### config.mk
export PLATFORM = sky130hd
export DESIGN_NAME = tensor_seq
export DESIGN_NICKNAME = d
export VERILOG_FILES = /design/src/rtl/tseq_pkg.sv /design/src/rtl/tseq_pack.sv /design/src/rtl/tseq_fifo.sv /design/src/rtl/tseq_issue.sv /design/src/rtl/tensor_seq.sv
export SDC_FILE = /design/constraint.sdc
export NUM_CORES = 1
export LEC_CHECK = 0
export BUFFER_PORTS_ARGS = -buffer_cell sky130_fd_sc_hd__buf_2
export CAP_MARGIN = 20
export CORE_MARGIN = 2
export CORE_UTILIZATION = 29
export DETAILED_ROUTE_END_ITERATION = 8
export PLACE_DENSITY = 0.48
export SYNTH_ARGS = -nofsm -noshare
export SYNTH_HDL_FRONTEND = slang
export SYNTH_HIERARCHICAL = 1
export SYNTH_SLANG_ARGS = --single-unit
### constraint.sdc
create_clock -name clk -period 5.7 [get_ports clk]
set_clock_uncertainty 0.15 [all_clocks]
set_input_delay 0.855 -clock clk [delete_from_list [all_inputs] [get_ports clk]]
set_output_delay 0.855 -clock clk [all_outputs]
set_load 0.01 [all_outputs]
### src/rtl/tseq_pkg.sv
package tseq_pkg;
    localparam int WORD_W         = 32;
    localparam int WORDS_PER_INSN = 3;
    localparam int INSN_W         = WORD_W * WORDS_PER_INSN;
    localparam int OP_W           = 4;
    localparam int FLG_W          = 8;
    localparam int REP_W          = 12;
    localparam int LEN_W          = 32;
    localparam int ACC_W          = 16;
    localparam int UB_W           = 24;

    localparam logic [OP_W-1:0] OPC_NOP    = 4'h0;
    localparam logic [OP_W-1:0] OPC_RDHOST = 4'h1;
    localparam logic [OP_W-1:0] OPC_RDWT   = 4'h2;
    localparam logic [OP_W-1:0] OPC_MATMUL = 4'h3;
    localparam logic [OP_W-1:0] OPC_ACT    = 4'h4;
    localparam logic [OP_W-1:0] OPC_WRHOST = 4'h5;
    localparam logic [OP_W-1:0] OPC_SYNC   = 4'h6;
    localparam logic [OP_W-1:0] OPC_HALT   = 4'hF;

    // Field layout, most significant first; op sits in bits 3:0 of word 0.
    typedef struct packed {
        logic [UB_W-1:0]  ub;
        logic [ACC_W-1:0] acc;
        logic [LEN_W-1:0] len;
        logic [REP_W-1:0] rep;
        logic [FLG_W-1:0] flags;
        logic [OP_W-1:0]  op;
    } insn_t;

    typedef enum logic [2:0] {
        ST_FETCH,
        ST_ISSUE,
        ST_SYNC,
        ST_DRAIN,
        ST_HALTED
    } seq_state_e;

    function automatic logic opc_known(input logic [OP_W-1:0] op);
        return (op == OPC_NOP)    || (op == OPC_RDHOST) || (op == OPC_RDWT) ||
               (op == OPC_MATMUL) || (op == OPC_ACT)    || (op == OPC_WRHOST) ||
               (op == OPC_SYNC)   || (op == OPC_HALT);
    endfunction
endpackage

### src/rtl/tseq_pack.sv
module tseq_pack
    import tseq_pkg::*;
(
    input  logic              clk,
    input  logic              rst_n,
    input  logic              word_valid,
    input  logic [WORD_W-1:0] word_data,
    output logic              word_ready,
    input  logic              accept_en,
    input  logic              buf_full,
    output logic              insn_we,
    output logic [INSN_W-1:0] insn_data
);
    localparam int BEAT_W = $clog2(WORDS_PER_INSN);
    localparam logic [BEAT_W-1:0] LAST_BEAT = BEAT_W'(WORDS_PER_INSN - 1);

    logic [BEAT_W-1:0] beat;
    logic [WORD_W-1:0] hold [WORDS_PER_INSN-1];
    logic              take;

    assign word_ready = accept_en && !buf_full;
    assign take       = word_valid && word_ready;
    assign insn_we    = take && (beat == LAST_BEAT);

    always_comb begin
        insn_data = '0;
        for (int i = 0; i < WORDS_PER_INSN - 1; i++) begin
            insn_data[i*WORD_W +: WORD_W] = hold[i];
        end
        insn_data[(WORDS_PER_INSN-1)*WORD_W +: WORD_W] = word_data;
    end

    always_ff @(posedge clk) begin
        if (!rst_n) begin
            beat <= '0;
        end else if (take) begin
            if (beat == LAST_BEAT) begin
                beat <= '0;
            end else begin
                beat <= beat + 1'b1;
            end
        end
    end

    for (genvar g = 0; g < WORDS_PER_INSN - 1; g++) begin : g_hold
        always_ff @(posedge clk) begin
            if (!rst_n) begin
                hold[g] <= '0;
            end else if (take && (beat == BEAT_W'(g))) begin
                hold[g] <= word_data;
            end
        end
    end
endmodule

### src/rtl/tseq_fifo.sv
module tseq_fifo #(
    parameter int WIDTH = 96,
    parameter int DEPTH = 4
) (
    input  logic             clk,
    input  logic             rst_n,
    input  logic             we,
    input  logic [WIDTH-1:0] wdata,
    input  logic             re,
    output logic [WIDTH-1:0] rdata,
    output logic             full,
    output logic             empty
);
    localparam int PTR_W = (DEPTH > 1) ? $clog2(DEPTH) : 1;
    localparam int CNT_W = $clog2(DEPTH + 1);
    localparam logic [PTR_W-1:0] PTR_LAST = PTR_W'(DEPTH - 1);
    localparam logic [CNT_W-1:0] CNT_FULL = CNT_W'(DEPTH);

    logic [WIDTH-1:0] mem [DEPTH];
    logic [PTR_W-1:0] wp, rp;
    logic [CNT_W-1:0] cnt;

    assign full  = (cnt == CNT_FULL);
    assign empty = (cnt == '0);
    assign rdata = mem[rp];

    always_ff @(posedge clk) begin
        if (we && !full) begin
            mem[wp] <= wdata;
        end
    end

    always_ff @(posedge clk) begin
        if (!rst_n) begin
            wp  <= '0;
            rp  <= '0;
            cnt <= '0;
        end else begin
            if (we && !full) begin
                wp <= (wp == PTR_LAST) ? '0 : wp + 1'b1;
            end
            if (re && !empty) begin
                rp <= (rp == PTR_LAST) ? '0 : rp + 1'b1;
            end
            unique case ({we && !full, re && !empty})
                2'b10:   cnt <= cnt + 1'b1;
                2'b01:   cnt <= cnt - 1'b1;
                default: cnt <= cnt;
            endcase
        end
    end
endmodule

### src/rtl/tseq_issue.sv
module tseq_issue
    import tseq_pkg::*;
#(
    parameter int TILE_DEPTH = 4
) (
    input  logic              clk,
    input  logic              rst_n,
    input  logic              buf_empty,
    input  logic [INSN_W-1:0] buf_data,
    output logic              buf_pop,
    output logic              accept_en,
    output logic              dma_valid,
    input  logic              dma_ready,
    output logic              dma_to_host,
    output logic              wl_valid,
    input  logic              wl_ready,
    output logic              mm_valid,
    input  logic              mm_ready,
    output logic              actv_valid,
    input  logic              actv_ready,
    output logic [UB_W-1:0]   cmd_ub_addr,
    output logic [ACC_W-1:0]  cmd_acc_addr,
    output logic [LEN_W-1:0]  cmd_len,
    output logic [FLG_W-1:0]  cmd_flags,
    input  logic              wt_avail,
    input  logic              ifmap_avail,
    input  logic              dma_idle,
    input  logic              wl_idle,
    input  logic              mm_idle,
    input  logic              actv_idle,
    output logic              halted,
    output logic              bad_op
);
    localparam int TCNT_W = $clog2(TILE_DEPTH + 1);
    localparam logic [TCNT_W-1:0] TILE_FULL = TCNT_W'(TILE_DEPTH);

    seq_state_e       state, state_nx;
    insn_t            cur, nxt_insn;
    logic [REP_W-1:0] rep_left;
    logic [TCNT_W-1:0] tiles;
    logic             bad_q;
    logic             idle_all;
    logic             fire;

    assign nxt_insn = insn_t'(buf_data);
    assign idle_all = dma_idle && wl_idle && mm_idle && actv_idle;

    // State register
    always_ff @(posedge clk) begin
        if (!rst_n) begin
            state <= ST_FETCH;
        end else begin
            state <= state_nx;
        end
    end

    // Next state
    always_comb begin
        state_nx = state;
        unique case (state)
            ST_FETCH: begin
                if (!buf_empty) begin
                    if (nxt_insn.op == OPC_SYNC) begin
                        state_nx = ST_SYNC;
                    end else if (nxt_insn.op == OPC_HALT) begin
                        state_nx = ST_DRAIN;
                    end else begin
                        state_nx = ST_ISSUE;
                    end
                end
            end
            ST_ISSUE: begin
                if (fire && (rep_left == '0)) begin
                    state_nx = ST_FETCH;
                end
            end
            ST_SYNC: begin
                if (idle_all) begin
                    state_nx = ST_FETCH;
                end
            end
            ST_DRAIN: begin
                if (idle_all) begin
                    state_nx = ST_HALTED;
                end
            end
            ST_HALTED: state_nx = ST_HALTED;
            default:   state_nx = ST_FETCH;
        endcase
    end

    // Outputs
    always_comb begin
        dma_valid  = 1'b0;
        wl_valid   = 1'b0;
        mm_valid   = 1'b0;
        actv_valid = 1'b0;
        fire       = 1'b0;
        if (state == ST_ISSUE) begin
            unique case (cur.op)
                OPC_RDHOST, OPC_WRHOST: begin
                    dma_valid = 1'b1;
                    fire      = dma_ready;
                end
                OPC_RDWT: begin
                    wl_valid = (tiles != TILE_FULL);
                    fire     = wl_valid && wl_ready;
                end
                OPC_MATMUL: begin
                    mm_valid = (tiles != '0) && wt_avail && ifmap_avail;
                    fire     = mm_valid && mm_ready;
                end
                OPC_ACT: begin
                    actv_valid = 1'b1;
                    fire       = actv_ready;
                end
                default: fire = 1'b1;
            endcase
        end
        buf_pop      = (state == ST_FETCH) && !buf_empty;
        accept_en    = (state != ST_DRAIN) && (state != ST_HALTED);
        halted       = (state == ST_HALTED);
        bad_op       = bad_q;
        dma_to_host  = (cur.op == OPC_WRHOST);
        cmd_ub_addr  = cur.ub;
        cmd_acc_addr = cur.acc;
        cmd_len      = cur.len;
        cmd_flags    = cur.flags;
    end

    // Decode register, repeat counter, staged tile count
    always_ff @(posedge clk) begin
        if (!rst_n) begin
            cur      <= '0;
            rep_left <= '0;
            tiles    <= '0;
            bad_q    <= 1'b0;
        end else begin
            if (buf_pop) begin
                cur      <= nxt_insn;
                rep_left <= nxt_insn.rep;
                if (!opc_known(nxt_insn.op)) begin
                    bad_q <= 1'b1;
                end
            end else if ((state == ST_ISSUE) && fire && (rep_left != '0)) begin
                rep_left <= rep_left - 1'b1;
            end
            if (wl_valid && wl_ready) begin
                tiles <= tiles + 1'b1;
            end else if (mm_valid && mm_ready) begin
                tiles <= tiles - 1'b1;
            end
        end
    end


    tile_bound_chk: assert property (@(posedge clk) disable iff (!rst_n)
        tiles <= TILE_FULL);


    mm_gate_chk: assert property (@(posedge clk) disable iff (!rst_n)
        mm_valid |-> (wt_avail && ifmap_avail));


    halt_sticky_chk: assert property (@(posedge clk) disable iff (!rst_n)
        halted |=> halted);


    halt_idle_chk: assert property (@(posedge clk) disable iff (!rst_n)
        $rose(halted) |-> $past(idle_all));


    hold_dma_chk: assert property (@(posedge clk) disable iff (!rst_n)
        (dma_valid && !dma_ready) |=> (dma_valid && $stable(cmd_ub_addr) && $stable(cmd_len)));
endmodule

### src/rtl/tensor_seq.sv
module tensor_seq
    import tseq_pkg::*;
#(
    parameter int BUF_DEPTH  = 4,
    parameter int TILE_DEPTH = 4
) (
    input  logic              clk,
    input  logic              rst_n,
    input  logic              word_valid,
    input  logic [WORD_W-1:0] word_data,
    output logic              word_ready,
    output logic              dma_valid,
    input  logic              dma_ready,
    output logic              dma_to_host,
    output logic              wl_valid,
    input  logic              wl_ready,
    output logic              mm_valid,
    input  logic              mm_ready,
    output logic              actv_valid,
    input  logic              actv_ready,
    output logic [UB_W-1:0]   cmd_ub_addr,
    output logic [ACC_W-1:0]  cmd_acc_addr,
    output logic [LEN_W-1:0]  cmd_len,
    output logic [FLG_W-1:0]  cmd_flags,
    input  logic              wt_avail,
    input  logic              ifmap_avail,
    input  logic              dma_idle,
    input  logic              wl_idle,
    input  logic              mm_idle,
    input  logic              actv_idle,
    output logic              halted,
    output logic              bad_op
);
    logic              accept_en;
    logic              buf_full, buf_empty, buf_pop, insn_we;
    logic [INSN_W-1:0] insn_data, buf_data;

    tseq_pack u_pack (
        .clk       (clk),
        .rst_n     (rst_n),
        .word_valid(word_valid),
        .word_data (word_data),
        .word_ready(word_ready),
        .accept_en (accept_en),
        .buf_full  (buf_full),
        .insn_we   (insn_we),
        .insn_data (insn_data)
    );

    tseq_fifo #(.WIDTH(INSN_W), .DEPTH(BUF_DEPTH)) u_buf (
        .clk  (clk),
        .rst_n(rst_n),
        .we   (insn_we),
        .wdata(insn_data),
        .re   (buf_pop),
        .rdata(buf_data),
        .full (buf_full),
        .empty(buf_empty)
    );

    tseq_issue #(.TILE_DEPTH(TILE_DEPTH)) u_issue (
        .clk         (clk),
        .rst_n       (rst_n),
        .buf_empty   (buf_empty),
        .buf_data    (buf_data),
        .buf_pop     (buf_pop),
        .accept_en   (accept_en),
        .dma_valid   (dma_valid),
        .dma_ready   (dma_ready),
        .dma_to_host (dma_to_host),
        .wl_valid    (wl_valid),
        .wl_ready    (wl_ready),
        .mm_valid    (mm_valid),
        .mm_ready    (mm_ready),
        .actv_valid  (actv_valid),
        .actv_ready  (actv_ready),
        .cmd_ub_addr (cmd_ub_addr),
        .cmd_acc_addr(cmd_acc_addr),
        .cmd_len     (cmd_len),
        .cmd_flags   (cmd_flags),
        .wt_avail    (wt_avail),
        .ifmap_avail (ifmap_avail),
        .dma_idle    (dma_idle),
        .wl_idle     (wl_idle),
        .mm_idle     (mm_idle),
        .actv_idle   (actv_idle),
        .halted      (halted),
        .bad_op      (bad_op)
    );


    no_push_after_halt_chk: assert property (@(posedge clk) disable iff (!rst_n)
        halted |-> !word_ready);
endmodule

==> summary.md <==
| Metric | Value |
|---|---|
| CTS Buffer Depth | `3` |
| Worst hold start | `u_issue/cmd_len[15]` |
| Worst EP arrival | `3.89 ns` |
| Synth cell types | `60` |
| Postcts setup bufs | `0` |
| Setup_tns | `0 ns` |
| R2r startpoint | `u_issue/state[1]` |
| Clock power frac | `44.4%` |
| Drt pass-1 iters | `5` |
| Synth area leaders | `edfxtp_1 61%, dfxtp_1 10%, mux4_2 9.8%, buf_4 3.9%, nand2_1 3.2%` |
| RePlAce Congestion | `0.728` |
| Synthesized Nets | `1,434` |
| Hold-critical path depth | `2` |
| Avg WL per Cell | `21.0 µm` |
| Total I/O pin count | `133` |
| Most Crowded Layer GR | `met2` |
| Die area | `78,600 µm²` |
| Worst reg2reg path depth | `8` |
| Area of the multi-input gates | `5020 µm²` |
| Logic pwr share | `3.5%` |
| Nets | `1,457` |
| First-pass GRT wire length | `roughly 77,000 µm` |
| Startpoint types | `register` |
| Net switching power | `1.86 mW` |
| Die H | `280 µm` |
| CTS Buf Count | `57` |
| Root Driver | `clkbuf_16` |
| Prevailing post-synth register cell | `edfxtp_1` |
| Ys async rst share | `0%` |
| GR Util All Layers | `13.0%` |
| Instance count on the critical path | `8` |
| Setup-failing EPs final | `0` |
| CTS tree | `built` |
| Sequential cell area | `15,700 µm²` |
| Top-area cell type share of the netlist area | `60.7%` |
| Fraction of the cycle the final worst path needs | `approximately 66%` |
| Std cell rows | `approximately 100` |
| Max cap viols | `0` |
| Residual DRC | `0` |
| CP Capture Type | `register` |
| Pin count of the biggest net entering global routing | `97` |
| Max IR drop VDD | `0.229 mV` |
| Initial antenna violation count | `3` |
| Vias in the first global route | `11,746` |
| GR Util met3 | `2.62%` |
| Post-synth top area cell | `edfxtp_1` |
| Family with the most delay on the worst path | `simple AND/OR/NAND/NOR gates` |
| Diodes inserted | `0` |
| Via count | `11,129` |
| Unrepaired setup endpoints after global routing | `false` |
| Worst-path fanout max | `54` |
| Worst-margin pin slew | `0.926 ns` |
| Outcome | `finished clean` |
| Pleak | `approximately 8 nW` |
| Synthesized instance count | `around 1,400` |
| Post-Syn Area | `between 20,000 and 25,000 µm²` |
| I/O Buffers | `~130` |
| PwrDens | `~350 nW/µm²` |
| Hpwl dp | `between 30,000 and 40,000 µm` |
| H-tree levels | `2` |
| Post-DRT Antenna Nets | `0` |
| Critical Path RT | `5.84 ns` |
| Total Wirelength | `51,100 µm` |
| Number of fill cells | `7,414` |
| Chip width | `approximately 280 µm` |
| Power, Total | `8.75 mW` |
| Synth Area per Inst | `around 16 µm²` |
| Grt ovf | `0` |
| Share of cells above drive strength 1 | `~28%` |
| Initial core utilization | `29.2%` |
| Clock Latency Late Sink | `just over 0.6 ns` |
| Relative slew margins | `a little under two fifths` |
| Final Hold Viols | `0` |
| Max Freq | `0.267 GHz` |
| Sequential area share after synthesis | `71.0%` |
| WS Path Type | `reg2reg` |
| Crit path from | `u_issue/state[1]` |
| Met2 usage | `between 20% and 30%` |
| CP max stage cell | `and2_4` |
| Minimum clock period | `3.75 ns` |
| CTS Sinks | `562` |
| Register share of total power | `52.1%` |
| CTS Hold Bufs | `0` |
| Worst Path Buf+Inv | `1` |
| Layout Utilization | `32.9%` |
| CTS clk-pin slew, worst paths | `0.06 ns` |
| Slowest stage delay, CP | `0.84 ns` |
| Area grow syn2layout | `12.7%` |
| CP cell instances | `nor2_1 > and2_1 > a21oi_1 > nand3b_1 > nor3b_1 > nor2b_1 > and2_4 > buf_12` |
| Post-synthesis register bit count | `between 500 and 600` |
| Met1 usage | `16.7%` |
| Sw Share | `21.2%` |
| 1st-iter DRT viols | `770` |
| Quantity of gates resized following cts | `0` |
| Mean number of vias per cell | `around 4.6` |
| Power Internal | `slightly below 7 mW` |
| Hold crit path type | `reg2reg` |
| Synth warn | `6` |
| Area of the core | `75,800 µm²` |
| Fin worst setup slack | `1.95 ns` |
| Max-slew violation count | `0` |
| EDFF count, synth | `448` |
| Place WS | `about 1.9 ns` |
## synthesized netlist by cell type (all sizes together), types with 5 or more instances
master,count
or3,5
and2,7
nor3,71
ha,7
nand2,188
a211oi,7
inv,43
nor2,20
nor3b,7
xnor2,11
mux4,96
edfxtp,448
a21oi,98
o21ai,15
buf,148
clkbuf,37
nand3,8
dfxtp,114
## metal layers
layer / routed length (µm) / share of wire, %
met2: 25500 / 50
met3: 2200 / 4.3
met1: 22000 / 43
met4: 1380 / 2.7
met5: 17 / 0.033
## sequential cells by signal, summed over array words and instances, names as in the netlist, named ones only
name / count
u_pack/beat: 2
u_pack/hold: 64
u_issue/cmd_acc_addr: 16
u_issue/tiles: 3
u_buf/wp: 2
u_buf/cnt: 3
u_buf/mem: 384
u_buf/rp: 2
u_issue/cmd_flags: 8
u_issue/cur: 4
u_issue/bad_op: 1
u_issue/rep_left: 12
u_issue/cmd_ub_addr: 24
u_issue/cmd_len: 32
u_issue/state: 3
## cell families after synthesis
group,after synthesis,share of synthesized area [%]
adders and majority gates,9,0.576
muxes,99,9.89
and+or+nand+nor,332,8.06
xor gates and xnor gates,13,0.514
buffers and inverters,228,6.50
DFF,562,71.0
AOI/OAI and AO/OA,137,3.44
## metrics by stage
step / area (µm²) / instances / hold WS (ns)
2_1_floorplan: 22200 / 1380 / 0.287
4_1_cts: 25000 / 2429 / 0.270
6_report: 25000 / 2430 / 0.300
3_5_place_dp: 23000 / 2321 / 0.295
5_1_grt: 25000 / 2430 / 0.287
3_3_place_gp: 23000 / 2321 / 0.292
## worst register-to-register path: stages, from the launching register on
cell,delay [ns]
dfxtp_1,0.39
nor2_1,0.11
and2_1,0.18
a21oi_1,0.31
nand3b_1,0.26
nor3b_1,0.26
nor2b_1,0.47
and2_4,0.85
buf_12,0.41
## layout by cell type (no fill, tap or decap), types with 10 or more instances in the layout
master | netlist | final
edfxtp_1 | 448 | 448
buf_4 | 114 | 10
nor3_2 | 55 | 55
clkbuf_16 | 0 | 57
a21oi_1 | 96 | 96
nor3_1 | 16 | 16
inv_1 | 43 | 41
dfxtp_1 | 114 | 112
nor2_1 | 20 | 20
buf_2 | 17 | 132
mux4_2 | 96 | 96
clkbuf_1 | 37 | 22
o21ai_0 | 15 | 13
nand2_1 | 188 | 187
xnor2_1 | 11 | 11
## power groups by stage
| stage | registers [mW] | clock network [mW] | logic, mW |
|---|---|---|---|
| after floorplan | 4.63 | 0 | 0.228 |
| after global placement | 4.65 | 0 | 0.310 |
| after detailed placement | 4.65 | 0 | 0.313 |
| after CTS | 4.56 | 3.99 | 0.314 |
| after global routing | 4.57 | 4.14 | 0.337 |
| final | 4.56 | 3.88 | 0.307 |
## area by class of cell
| type | instances | share of cell area, % |
|---|---|---|
| Timing Repair Buffer | 149 | 3.54 |
| Inverter | 43 | 0.656 |
| Tap cell | 978 | 4.90 |
| Multi-Input combinational cell | 590 | 20.1 |
| Sequential cell | 562 | 63.0 |
| Clock buffer | 84 | 6.32 |
| Clock inverter | 24 | 1.50 |
## path summary, 6_finish.rpt
| path | to | slack [ns] |
|---|---|---|
| worst max-delay path | u_buf/mem[3][79] | 1.95 |
| worst min-delay path | u_issue/cmd_len[15] | 0.30 |
| worst max register to register | u_buf/mem[3][79] | 1.95 |
| worst min register to register | u_issue/cmd_len[15] | 0.30 |
Note: power is estimated with default switching activity, not from simulation.
